==> src/rtl/dma_chan_pkg.sv <==
package dma_chan_pkg;

  localparam int REG_IDX_W = 3;
  localparam logic [REG_IDX_W-1:0] RI_CTRL = 3'd0;
  localparam logic [REG_IDX_W-1:0] RI_SRC  = 3'd1;
  localparam logic [REG_IDX_W-1:0] RI_DST  = 3'd2;
  localparam logic [REG_IDX_W-1:0] RI_CNT  = 3'd3;
  localparam logic [REG_IDX_W-1:0] RI_FLAG = 3'd4;
  localparam logic [REG_IDX_W-1:0] RI_FCLR = 3'd5;

  localparam int CTRL_W = 14;
  localparam int FLAG_N = 3;
  localparam int FL_DONE = 0;
  localparam int FL_HALF = 1;
  localparam int FL_ERR  = 2;

  // Control word layout, most significant field first.
  typedef struct packed {
    logic       ie_err;
    logic       ie_half;
    logic       ie_done;
    logic [1:0] prio;
    logic [1:0] dst_size;
    logic [1:0] src_size;
    logic       dst_inc;
    logic       src_inc;
    logic       circ;
    logic       free_run;
    logic       en;
  } ctrl_t;

  typedef enum logic [1:0] {ST_IDLE, ST_WAIT, ST_RD, ST_WR} xfer_st_e;

  // Address step for an item of the given size code.
  function automatic logic [2:0] size_step(input logic [1:0] sz);
    case (sz)
      2'd0:    return 3'd1;
      2'd1:    return 3'd2;
      default: return 3'd4;
    endcase
  endfunction

  // Keep only the bytes that belong to an item of the given size.
  function automatic logic [31:0] size_trim(input logic [1:0] sz, input logic [31:0] d);
    case (sz)
      2'd0:    return {24'd0, d[7:0]};
      2'd1:    return {16'd0, d[15:0]};
      default: return d;
    endcase
  endfunction

endpackage

==> src/rtl/dma_chan_regs.sv <==
module dma_chan_regs
  import dma_chan_pkg::*;
#(
  parameter int ADDR_W = 32,
  parameter int CNT_W  = 16
) (
  input  logic                 clk,
  input  logic                 rst_n,
  input  logic                 wr_en,
  input  logic [REG_IDX_W-1:0] wr_idx,
  input  logic [31:0]          wr_data,
  input  logic [REG_IDX_W-1:0] rd_idx,
  output logic [31:0]          rd_data,
  input  logic [CNT_W-1:0]     rem_cnt,
  input  logic [FLAG_N-1:0]    flag_set,
  input  logic                 en_clr,
  output ctrl_t                ctrl,
  output logic [ADDR_W-1:0]    src_base,
  output logic [ADDR_W-1:0]    dst_base,
  output logic [CNT_W-1:0]     cnt_base,
  output logic [FLAG_N-1:0]    flags,
  output logic                 irq
);

  logic wr_ctrl, wr_src, wr_dst, wr_cnt, wr_fclr;
  ctrl_t ctrl_in;
  logic [FLAG_N-1:0] flag_clr;
  logic [FLAG_N-1:0] flag_ie;

  always_comb begin
    wr_ctrl  = wr_en && (wr_idx == RI_CTRL);
    wr_src   = wr_en && (wr_idx == RI_SRC);
    wr_dst   = wr_en && (wr_idx == RI_DST);
    wr_cnt   = wr_en && (wr_idx == RI_CNT);
    wr_fclr  = wr_en && (wr_idx == RI_FCLR);
    ctrl_in  = ctrl_t'(wr_data[CTRL_W-1:0]);
    flag_clr = wr_fclr ? wr_data[FLAG_N-1:0] : '0;
  end

  // Control: whole word while idle, only a stop request while running.
  always_ff @(posedge clk or negedge rst_n) begin
    if (!rst_n) begin
      ctrl <= '0;
    end else begin
      if (wr_ctrl) begin
        if (!ctrl.en) begin
          ctrl    <= ctrl_in;
          ctrl.en <= ctrl_in.en && (cnt_base != '0);
        end else if (!ctrl_in.en) begin
          ctrl.en <= 1'b0;
        end
      end
      if (en_clr) ctrl.en <= 1'b0;
    end
  end

  always_ff @(posedge clk or negedge rst_n) begin
    if (!rst_n) begin
      src_base <= '0;
      dst_base <= '0;
      cnt_base <= '0;
    end else if (!ctrl.en) begin
      if (wr_src) src_base <= wr_data[ADDR_W-1:0];
      if (wr_dst) dst_base <= wr_data[ADDR_W-1:0];
      if (wr_cnt) cnt_base <= wr_data[CNT_W-1:0];
    end
  end

  // Sticky flags: a new event outranks a clear in the same cycle.
  always_ff @(posedge clk or negedge rst_n) begin
    if (!rst_n) flags <= '0;
    else        flags <= (flags & ~flag_clr) | flag_set;
  end

  always_comb begin
    case (rd_idx)
      RI_CTRL: rd_data = 32'(ctrl);
      RI_SRC:  rd_data = 32'(src_base);
      RI_DST:  rd_data = 32'(dst_base);
      RI_CNT:  rd_data = 32'(rem_cnt);
      RI_FLAG: rd_data = 32'(flags);
      default: rd_data = '0;
    endcase
  end

  assign flag_ie = {ctrl.ie_err, ctrl.ie_half, ctrl.ie_done};
  assign irq     = |(flags & flag_ie);

endmodule

==> src/rtl/dma_chan_addr.sv <==
module dma_chan_addr
  import dma_chan_pkg::*;
#(
  parameter int ADDR_W = 32
) (
  input  logic              clk,
  input  logic              rst_n,
  input  logic              load,
  input  logic [ADDR_W-1:0] base,
  input  logic              step,
  input  logic              inc,
  input  logic [1:0]        size,
  output logic [ADDR_W-1:0] addr
);

  always_ff @(posedge clk or negedge rst_n) begin
    if (!rst_n)           addr <= '0;
    else if (load)        addr <= base;
    else if (step && inc) addr <= addr + ADDR_W'(size_step(size));
  end

endmodule

==> src/rtl/dma_chan_fsm.sv <==
module dma_chan_fsm
  import dma_chan_pkg::*;
#(
  parameter int ADDR_W = 32,
  parameter int CNT_W  = 16
) (
  input  logic              clk,
  input  logic              rst_n,
  input  logic              en,
  input  logic              free_run,
  input  logic              circ,
  input  logic [1:0]        src_size,
  input  logic [1:0]        dst_size,
  input  logic [CNT_W-1:0]  cnt_base,
  input  logic              dreq,
  input  logic [ADDR_W-1:0] src_addr,
  input  logic [ADDR_W-1:0] dst_addr,
  input  logic [31:0]       bus_rdata,
  input  logic              bus_ack,
  input  logic              bus_err,
  output logic              bus_req,
  output logic              bus_we,
  output logic [ADDR_W-1:0] bus_addr,
  output logic [1:0]        bus_size,
  output logic [31:0]       bus_wdata,
  output logic              addr_load,
  output logic              item_done,
  output logic              item_last,
  output logic [CNT_W-1:0]  rem_cnt,
  output logic [FLAG_N-1:0] flag_set,
  output logic              en_clr
);

  xfer_st_e st, st_nx;
  logic [CNT_W-1:0] rem_nx, rem_dec, half_mark;
  logic [31:0] data_q;
  logic dreq_q, pend, take, dreq_rise, go_on;

  assign dreq_rise = dreq && !dreq_q;
  assign rem_dec   = rem_cnt - CNT_W'(1);
  assign half_mark = cnt_base >> 1;

  always_comb begin
    st_nx     = st;
    rem_nx    = rem_cnt;
    addr_load = 1'b0;
    item_done = 1'b0;
    item_last = 1'b0;
    flag_set  = '0;
    en_clr    = 1'b0;
    take      = 1'b0;
    go_on     = 1'b0;
    bus_req   = 1'b0;
    bus_we    = 1'b0;
    bus_addr  = '0;
    bus_size  = 2'd0;
    bus_wdata = '0;
    case (st)
      ST_IDLE: begin
        if (en) begin
          addr_load = 1'b1;
          rem_nx    = cnt_base;
          st_nx     = free_run ? ST_RD : ST_WAIT;
        end
      end
      ST_WAIT: begin
        if (!en) begin
          st_nx = ST_IDLE;
        end else if (pend) begin
          take  = 1'b1;
          st_nx = ST_RD;
        end
      end
      ST_RD: begin
        bus_req  = 1'b1;
        bus_addr = src_addr;
        bus_size = src_size;
        if (bus_err) begin
          flag_set[FL_ERR] = 1'b1;
          en_clr           = 1'b1;
          st_nx            = ST_IDLE;
        end else if (bus_ack) begin
          st_nx = ST_WR;
        end
      end
      default: begin
        bus_req   = 1'b1;
        bus_we    = 1'b1;
        bus_addr  = dst_addr;
        bus_size  = dst_size;
        bus_wdata = size_trim(dst_size, data_q);
        if (bus_err) begin
          flag_set[FL_ERR] = 1'b1;
          en_clr           = 1'b1;
          st_nx            = ST_IDLE;
        end else if (bus_ack) begin
          item_done = 1'b1;
          if (rem_dec == half_mark) flag_set[FL_HALF] = 1'b1;
          if (rem_dec == '0) begin
            item_last         = 1'b1;
            flag_set[FL_DONE] = 1'b1;
            if (circ) begin
              addr_load = 1'b1;
              rem_nx    = cnt_base;
              go_on     = en;
            end else begin
              en_clr = 1'b1;
              rem_nx = '0;
            end
          end else begin
            rem_nx = rem_dec;
            go_on  = en;
          end
          st_nx = go_on ? (free_run ? ST_RD : ST_WAIT) : ST_IDLE;
        end
      end
    endcase
  end

  always_ff @(posedge clk or negedge rst_n) begin
    if (!rst_n) begin
      st      <= ST_IDLE;
      rem_cnt <= '0;
      data_q  <= '0;
      dreq_q  <= 1'b0;
      pend    <= 1'b0;
    end else begin
      st      <= st_nx;
      rem_cnt <= rem_nx;
      dreq_q  <= dreq;
      if (st == ST_RD && bus_ack && !bus_err) data_q <= size_trim(src_size, bus_rdata);
      if (st == ST_IDLE) pend <= 1'b0;
      else               pend <= (pend && !take) || dreq_rise;
    end
  end

endmodule

==> src/rtl/dma_chan_engine.sv <==
module dma_chan_engine
  import dma_chan_pkg::*;
#(
  parameter int ADDR_W = 32,
  parameter int CNT_W  = 16
) (
  input  logic              clk,
  input  logic              rst_n,
  input  logic              cfg_we,
  input  logic [2:0]        cfg_waddr,
  input  logic [31:0]       cfg_wdata,
  input  logic [2:0]        cfg_raddr,
  output logic [31:0]       cfg_rdata,
  input  logic              dreq,
  output logic              bus_req,
  output logic              bus_we,
  output logic [ADDR_W-1:0] bus_addr,
  output logic [1:0]        bus_size,
  output logic [31:0]       bus_wdata,
  input  logic [31:0]       bus_rdata,
  input  logic              bus_ack,
  input  logic              bus_err,
  output logic              irq
);

  localparam int SIDES = 2;

  ctrl_t ctrl;
  logic [ADDR_W-1:0] src_base, dst_base;
  logic [CNT_W-1:0]  cnt_base, rem_cnt;
  logic [FLAG_N-1:0] flags, flag_set;
  logic en_clr, addr_load, item_done, item_last;
  logic chan_en, chan_circ;

  logic [SIDES-1:0][ADDR_W-1:0] side_base, side_addr;
  logic [SIDES-1:0]             side_inc;
  logic [SIDES-1:0][1:0]        side_size;

  assign chan_en   = ctrl.en;
  assign chan_circ = ctrl.circ;

  assign side_base[0] = src_base;
  assign side_base[1] = dst_base;
  assign side_inc     = {ctrl.dst_inc, ctrl.src_inc};
  assign side_size[0] = ctrl.src_size;
  assign side_size[1] = ctrl.dst_size;

  dma_chan_regs #(.ADDR_W(ADDR_W), .CNT_W(CNT_W)) u_regs (
    .clk      (clk),
    .rst_n    (rst_n),
    .wr_en    (cfg_we),
    .wr_idx   (cfg_waddr),
    .wr_data  (cfg_wdata),
    .rd_idx   (cfg_raddr),
    .rd_data  (cfg_rdata),
    .rem_cnt  (rem_cnt),
    .flag_set (flag_set),
    .en_clr   (en_clr),
    .ctrl     (ctrl),
    .src_base (src_base),
    .dst_base (dst_base),
    .cnt_base (cnt_base),
    .flags    (flags),
    .irq      (irq)
  );

  for (genvar g = 0; g < SIDES; g++) begin : g_side
    dma_chan_addr #(.ADDR_W(ADDR_W)) u_addr (
      .clk   (clk),
      .rst_n (rst_n),
      .load  (addr_load),
      .base  (side_base[g]),
      .step  (item_done),
      .inc   (side_inc[g]),
      .size  (side_size[g]),
      .addr  (side_addr[g])
    );
  end

  dma_chan_fsm #(.ADDR_W(ADDR_W), .CNT_W(CNT_W)) u_fsm (
    .clk       (clk),
    .rst_n     (rst_n),
    .en        (ctrl.en),
    .free_run  (ctrl.free_run),
    .circ      (ctrl.circ),
    .src_size  (ctrl.src_size),
    .dst_size  (ctrl.dst_size),
    .cnt_base  (cnt_base),
    .dreq      (dreq),
    .src_addr  (side_addr[0]),
    .dst_addr  (side_addr[1]),
    .bus_rdata (bus_rdata),
    .bus_ack   (bus_ack),
    .bus_err   (bus_err),
    .bus_req   (bus_req),
    .bus_we    (bus_we),
    .bus_addr  (bus_addr),
    .bus_size  (bus_size),
    .bus_wdata (bus_wdata),
    .addr_load (addr_load),
    .item_done (item_done),
    .item_last (item_last),
    .rem_cnt   (rem_cnt),
    .flag_set  (flag_set),
    .en_clr    (en_clr)
  );

endmodule

==> config.mk <==
export PLATFORM = sky130hd
export DESIGN_NAME = dma_chan_engine
export DESIGN_NICKNAME = d
export VERILOG_FILES = /design/src/rtl/dma_chan_pkg.sv /design/src/rtl/dma_chan_regs.sv /design/src/rtl/dma_chan_addr.sv /design/src/rtl/dma_chan_fsm.sv /design/src/rtl/dma_chan_engine.sv
export SDC_FILE = /design/constraint.sdc
export NUM_CORES = 1
export LEC_CHECK = 0
export ABC_CLOCK_PERIOD_IN_PS = 9910
export BUFFER_PORTS_ARGS = -buffer_cell sky130_fd_sc_hd__buf_2
export CORE_ASPECT_RATIO = 0.75
export CORE_MARGIN = 2
export CORE_UTILIZATION = 60
export CTS_BUF_LIST = sky130_fd_sc_hd__clkbuf_4
export DETAILED_ROUTE_END_ITERATION = 7
export HOLD_SLACK_MARGIN = 0.15
export PLACE_DENSITY = 0.8
export SLEW_MARGIN = 30
export SYNTH_ARGS = -nofsm -noshare
export SYNTH_HDL_FRONTEND = slang
export SYNTH_SLANG_ARGS = --single-unit
==> constraint.sdc <==
create_clock -name clk -period 9.91 [get_ports clk]
set_clock_uncertainty 0.15 [all_clocks]
set_input_delay 2.4775 -clock clk [delete_from_list [all_inputs] [get_ports clk]]
set_output_delay 2.4775 -clock clk [all_outputs]
set_load 0.02 [all_outputs]
Word level (Yosys, flattened, before mapping). Index checks and enable logic that the tools add are counted.

Register bits after elaboration: 213. Output and inout bits: 101. Word-level logic and storage cells: 155.

$add $sub $neg: 3. Equal/unequal tests: 17. Mux-type cells: 69. Bitwise logic cells: 6. Reduce and logical (&&, ||, !) cells: 38.

Operators with widths (number): 32-bit one-hot mux with 2 select lines (3); 32-bit two-way mux (5); 32-bit one-hot mux with 5 select lines (1); 16-bit two-way mux (5); 32-bit by 3-bit adder with 32-bit output (2); 16-bit one-hot mux with 2 select lines (1); 1-bit two-way mux (31); 2-bit two-way mux (12); 16-bit by 15-bit equality test with 1-bit output (1); 16-bit logical NOT (1); 16-bit nonzero test (1); 16-bit by 1-bit subtractor with 16-bit output (second input constant) (1); 3-bit two-way mux (5); 3-bit by 2-bit equality test with 1-bit output (second input constant) (4); 1-bit logical AND (12); 3-bit one-hot mux with 2 select lines (2); 2-bit AND reduction (4); 4-bit AND reduction (2); 2-bit nonzero test (4); 3-bit AND (2); 2-bit by 1-bit equality test with 1-bit output (second input constant) (3); 3-bit by 1-bit equality test with 1-bit output (second input constant) (2); 3-bit equality test (second input constant) (2); 2-bit logical NOT (3); other kinds (17) (24).

Logic depth before layout (Yosys ltp).
Word-level depth: 10. Mapped depth: 14. Mapped depth without buffers: 12.

Modules after synthesis. Synthesis repeated with hierarchy kept, for this count alone.

Cell total of the unflattened synthesis: 1226. Area, all modules: 12523.3 sq um.

By module, submodules not included: dma_chan_regs (times used 1, cells each 311, area each 4659.5 sq um, seq. area each 2427.3 sq um); dma_chan_addr (times used 2, cells each 232, area each 2042.0 sq um, seq. area each 800.8 sq um); dma_chan_fsm (times used 1, cells each 451, area each 3779.9 sq um, seq. area each 1301.2 sq um).

Least setup slack after synthesis. OpenSTA, ideal clock, no wires.

Kind: input -> output. Start: input port cfg_raddr[1]. End: output port cfg_rdata[19]. Arrival time: 3.787 ns. Setup slack: 3.496 ns. Cell stages on the path: 6. Cell sequence: clkbuf_1 nor2b_1 clkbuf_1 clkbuf_1 a22oi_1 nor2_1.

Cells in the longest elaborated chain, start to end: 2. Elaborated cells between the ends (all ways): 6. Those cells by class: eq/ne: 4; mux: 1; reduce/logical: 1.

Ends and longest elaborated chain: start, declared (RTL line dma_chan_engine.sv:12) `input logic [2:0] cfg_raddr,`; 3-bit equality test, or another cell as far along (RTL line dma_chan_regs.sv:76) `case (rd_idx)`; 32-bit one-hot mux with 5 select lines * (RTL line dma_chan_regs.sv:76); end, declared (RTL line dma_chan_engine.sv:13) `output logic [31:0] cfg_rdata,`.

Every way passes the cells marked *; elsewhere a longest branch is shown, timed or not.

Worst setup path in the final report.
Start: input port cfg_raddr[1]. End: output port cfg_rdata[18].

The elaborated chain is that of the path after synthesis.

==> summary.txt <==
CTS
  – Clk root buf: clkbuf_4
  – Post-CTS sizing: 0
  – Post-CTS setup buffer count: 0
  – CTS tree: done
  – Largest buffer count on any clock path: 3
  – Hold_buf cts: 0
  – Clock Pin Slew Worst Setup and Hold Paths: 0.07 ns
  – H-Tree Depth: 2
  – Worst-Skew Late Latency: 0.67 ns
  – Num CTS Buffers: 52
  – CTS sink count: 213

Yosys
  – Cell taking the most area after synthesis: dfrtp_1
  – Yosys reg bits: 213
  – Syn Inst Count: 1,108
  – Seq/Total Area, Yosys: 44.4%
  – Async set-reset flop share out of synthesis: 100%
  – Main flop type after synthesis: dfrtp_1
  – Synthesis Warnings: 0
  – Top-area cell type share of the netlist area: 44.4%
  – Synth cell types: 63
  – Synth top area cells: dfrtp_1 (44%), mux2_2 (10%), mux2_4 (7.5%)
  – Post-synth EDFFs: 0
  – Synthesized area per cell: 10.8 sq um
  – Syn Nets: 1,198
  – Synth Cell Area: 12,000 sq um

Floorplanning
  – Core Region: 19,500 sq um
  – Top-Level Pins: 177
  – DIE AREA: 21,200 sq um
  – Row count: 44
  – Initial Util: 61.6%
  – Die Span X: 167 um
  – Die Span Y: 127 um

Timing
  – Final hold vios: 0
  – Period Utilization, post-route: 70.1%
  – Final worst slack: 2.96 ns
  – Setup TNS: 0 ns
  – Worst slew pin tran: 0.843 ns
  – # setup viols final: 0
  – Crit path time final: 6.95 ns
  – Slew Limit Fails: 0
  – Peak Freq: 144 MHz
  – Slew headroom: 43.4%
  – RSZ-0062 raised after global routing: false

GRT
  – Vias in the first global route: 9,253
  – Initial antenna violation count: 1
  – GRT overflow: 0
  – Tot GR Track Use: 31.1%
  – Pin count of the biggest net entering global routing: 82
  – First-pass GRT wire length: 52,100 um

Detailed routing
  – Vias: 9,518
  – WL final: 32,500 um
  – Antenna Nets Post-Route: 0
  – Via/cell ratio: 6.09
  – Drt first-iter violations: 916
  – WL met3: 2860 um
  – First-pass iteration count of the detailed router: 7
  – Met1 Wirelength: 14,800 um
  – Routed WL per cell: 20.8 um
  – Top sig layer: met4
  – Drt drc: 19
  – Met2 wire length: 14,300 um

Pwr
  – Flop pwr share: 42.4%
  – Gate power share: 41.0%
  – Clock network fraction of total power: 16.6%
  – Leakage power: 6.33 nW
  – Total Power: 4.08 mW
  – Int Pwr: 2.40 mW
  – PwrDens: 299 nW/um^2
  – Switch share: 41.0%
  – Peak VDD IR: 0.163 mV
  – NetSw: 1.67 mW

Critical path
  – Cell breakdown of the critical path: buf_2 -> nor2b_2 -> a22oi_1 -> nor2_1 -> buf_2
  – CP Data Arrival Time: 4.32 ns
  – CP most frequent cell: buf_2
  – Crit Path Category: in2out
  – Slowest cell on the critical path: nor2b_2
  – Critical Path Sink Type: output port
  – CP max FO: 25
  – R2r setup slk: 5.40 ns
  – Max incr delay on CP: 0.79 ns
  – Type of origin of the critical path: input port
  – WP data required: 7.28 ns

Cells and area
  – Fin nets: 1,369
  – Filler instances: 1,472
  – Most common cell after layout, fill and taps aside: dfrtp_1
  – Area growth, synth to finish: 13.6%
  – Most frequent cells in the layout: dfrtp_1 (213), buf_2 (175), nand2_1 (108)
  – Share of layout cells above drive strength 1: 35.1%

Outcome
  – Status: finished, violations left
  – Failing checks: design-rule violations

Flow run
  – Max-cap violations: 0

Place
  – Gpl congestion: 0.944
  – # port buffers: 176
  – HPWL Detailed: 22,700 um
  – DP Worst Slack: 3.00 ns

Worst hold path
  – Hold Path Class: reg2reg
synthesized netlist by cell type (all sizes together) (16+ instances only):
| library cell | count |
|---|---|
| xnor2 | 53 |
| inv | 24 |
| nor2b | 20 |
| a22oi | 19 |
| nand4 | 16 |
| o21ai | 55 |
| and3 | 25 |
| nand2 | 108 |
| nor2 | 72 |
| a21oi | 20 |
| and2 | 18 |
| dfrtp | 213 |
| a22o | 34 |
| mux2 | 167 |
| xor2 | 33 |
| nand3 | 25 |
| nor3 | 24 |
| clkbuf | 58 |
worst paths after layout:
check	start	end	depth (start not counted)
max reg2reg	u_regs.ctrl[6]$_DFFE_PN0P_	g_side[0].u_addr.addr[22]$_DFFE_PN0P_	12
max in group asynchronous	rst_n	u_regs.dst_base[17]$_DFFE_PN0P_	2
max	cfg_raddr[1]	cfg_rdata[18]	5
min	u_fsm.data_q[22]$_DFFE_PN0P_	u_fsm.data_q[22]$_DFFE_PN0P_	2
min in group asynchronous	rst_n	u_regs.src_base[28]$_DFFE_PN0P_	1
min reg2reg	u_fsm.data_q[22]$_DFFE_PN0P_	u_fsm.data_q[22]$_DFFE_PN0P_	2
power by group through the flow:
stage	registers, mW	clock network (mW)	logic, mW
floorplan	1.51	0	1.35
global placement	1.70	0	1.60
detailed placement	1.73	0	1.65
CTS	1.71	0.693	1.66
global route	1.78	0.736	1.81
finish	1.73	0.676	1.67
worst max-delay path: cells and delay by family:
kind	cells	cell delay [ns]
simple gates	2	0.92
buf+inv	2	0.69
compound gates	1	0.21
registers in the layout, summed over array words and instances, names as in the netlist, 2 cells and up:
signal / flops
g_side.u_addr.addr: 64
u_fsm.data_q: 32
u_fsm.rem_cnt: 16
u_fsm.st: 2
u_regs.cnt_base: 16
u_regs.ctrl: 14
u_regs.dst_base: 32
u_regs.flags: 3
u_regs.src_base: 32
kinds of logic (layout without fill, tap and decap cells):
logic type / count (synthesis) / count (layout) / synth area share [%]
mux: 186 / 186 / 20.4
buf+inv: 96 / 297 / 3.41
simple gates: 349 / 349 / 14.8
fa+ha+maj: 14 / 14 / 1.58
flops: 213 / 213 / 44.4
xor+xnor: 86 / 86 / 6.27
other cells: 0 / 2 / 0
compound gates: 164 / 164 / 9.18
stage by stage:
stage	utilization (%)	area, sq um	hold slack [ns]	instances
2_1_floorplan	-	12000	0.292	1108
3_3_place_gp	66.6	13000	0.304	1475
3_5_place_dp	66.9	13000	0.314	1477
4_1_cts	69.9	13600	0.329	1561
5_1_grt	70.0	13600	0.349	1564
6_report	70.0	13600	0.328	1564
per-layer routing:
layer  GRT usage [%]  vias up
met3            6.83       58
met2            46.2      435
met5               0        -
met1            46.4     4713
met4            8.70        0
li1                -     4312
layout make-up:
type	count	area (sq um)	share of cell area [%]
Inverter	24	90.1	0.660
Timing Repair Buffer	189	1040	7.63
Multi-Input combinational cell	799	6280	46.1
Clock inverter	15	58.8	0.431
Sequential cell	213	5330	39.1
Clock buffer	69	518	3.80
Antenna cell	2	5.00	0.0367
Tap cell	253	317	2.32
No activity file was read; power rests on OpenSTA's default activity.
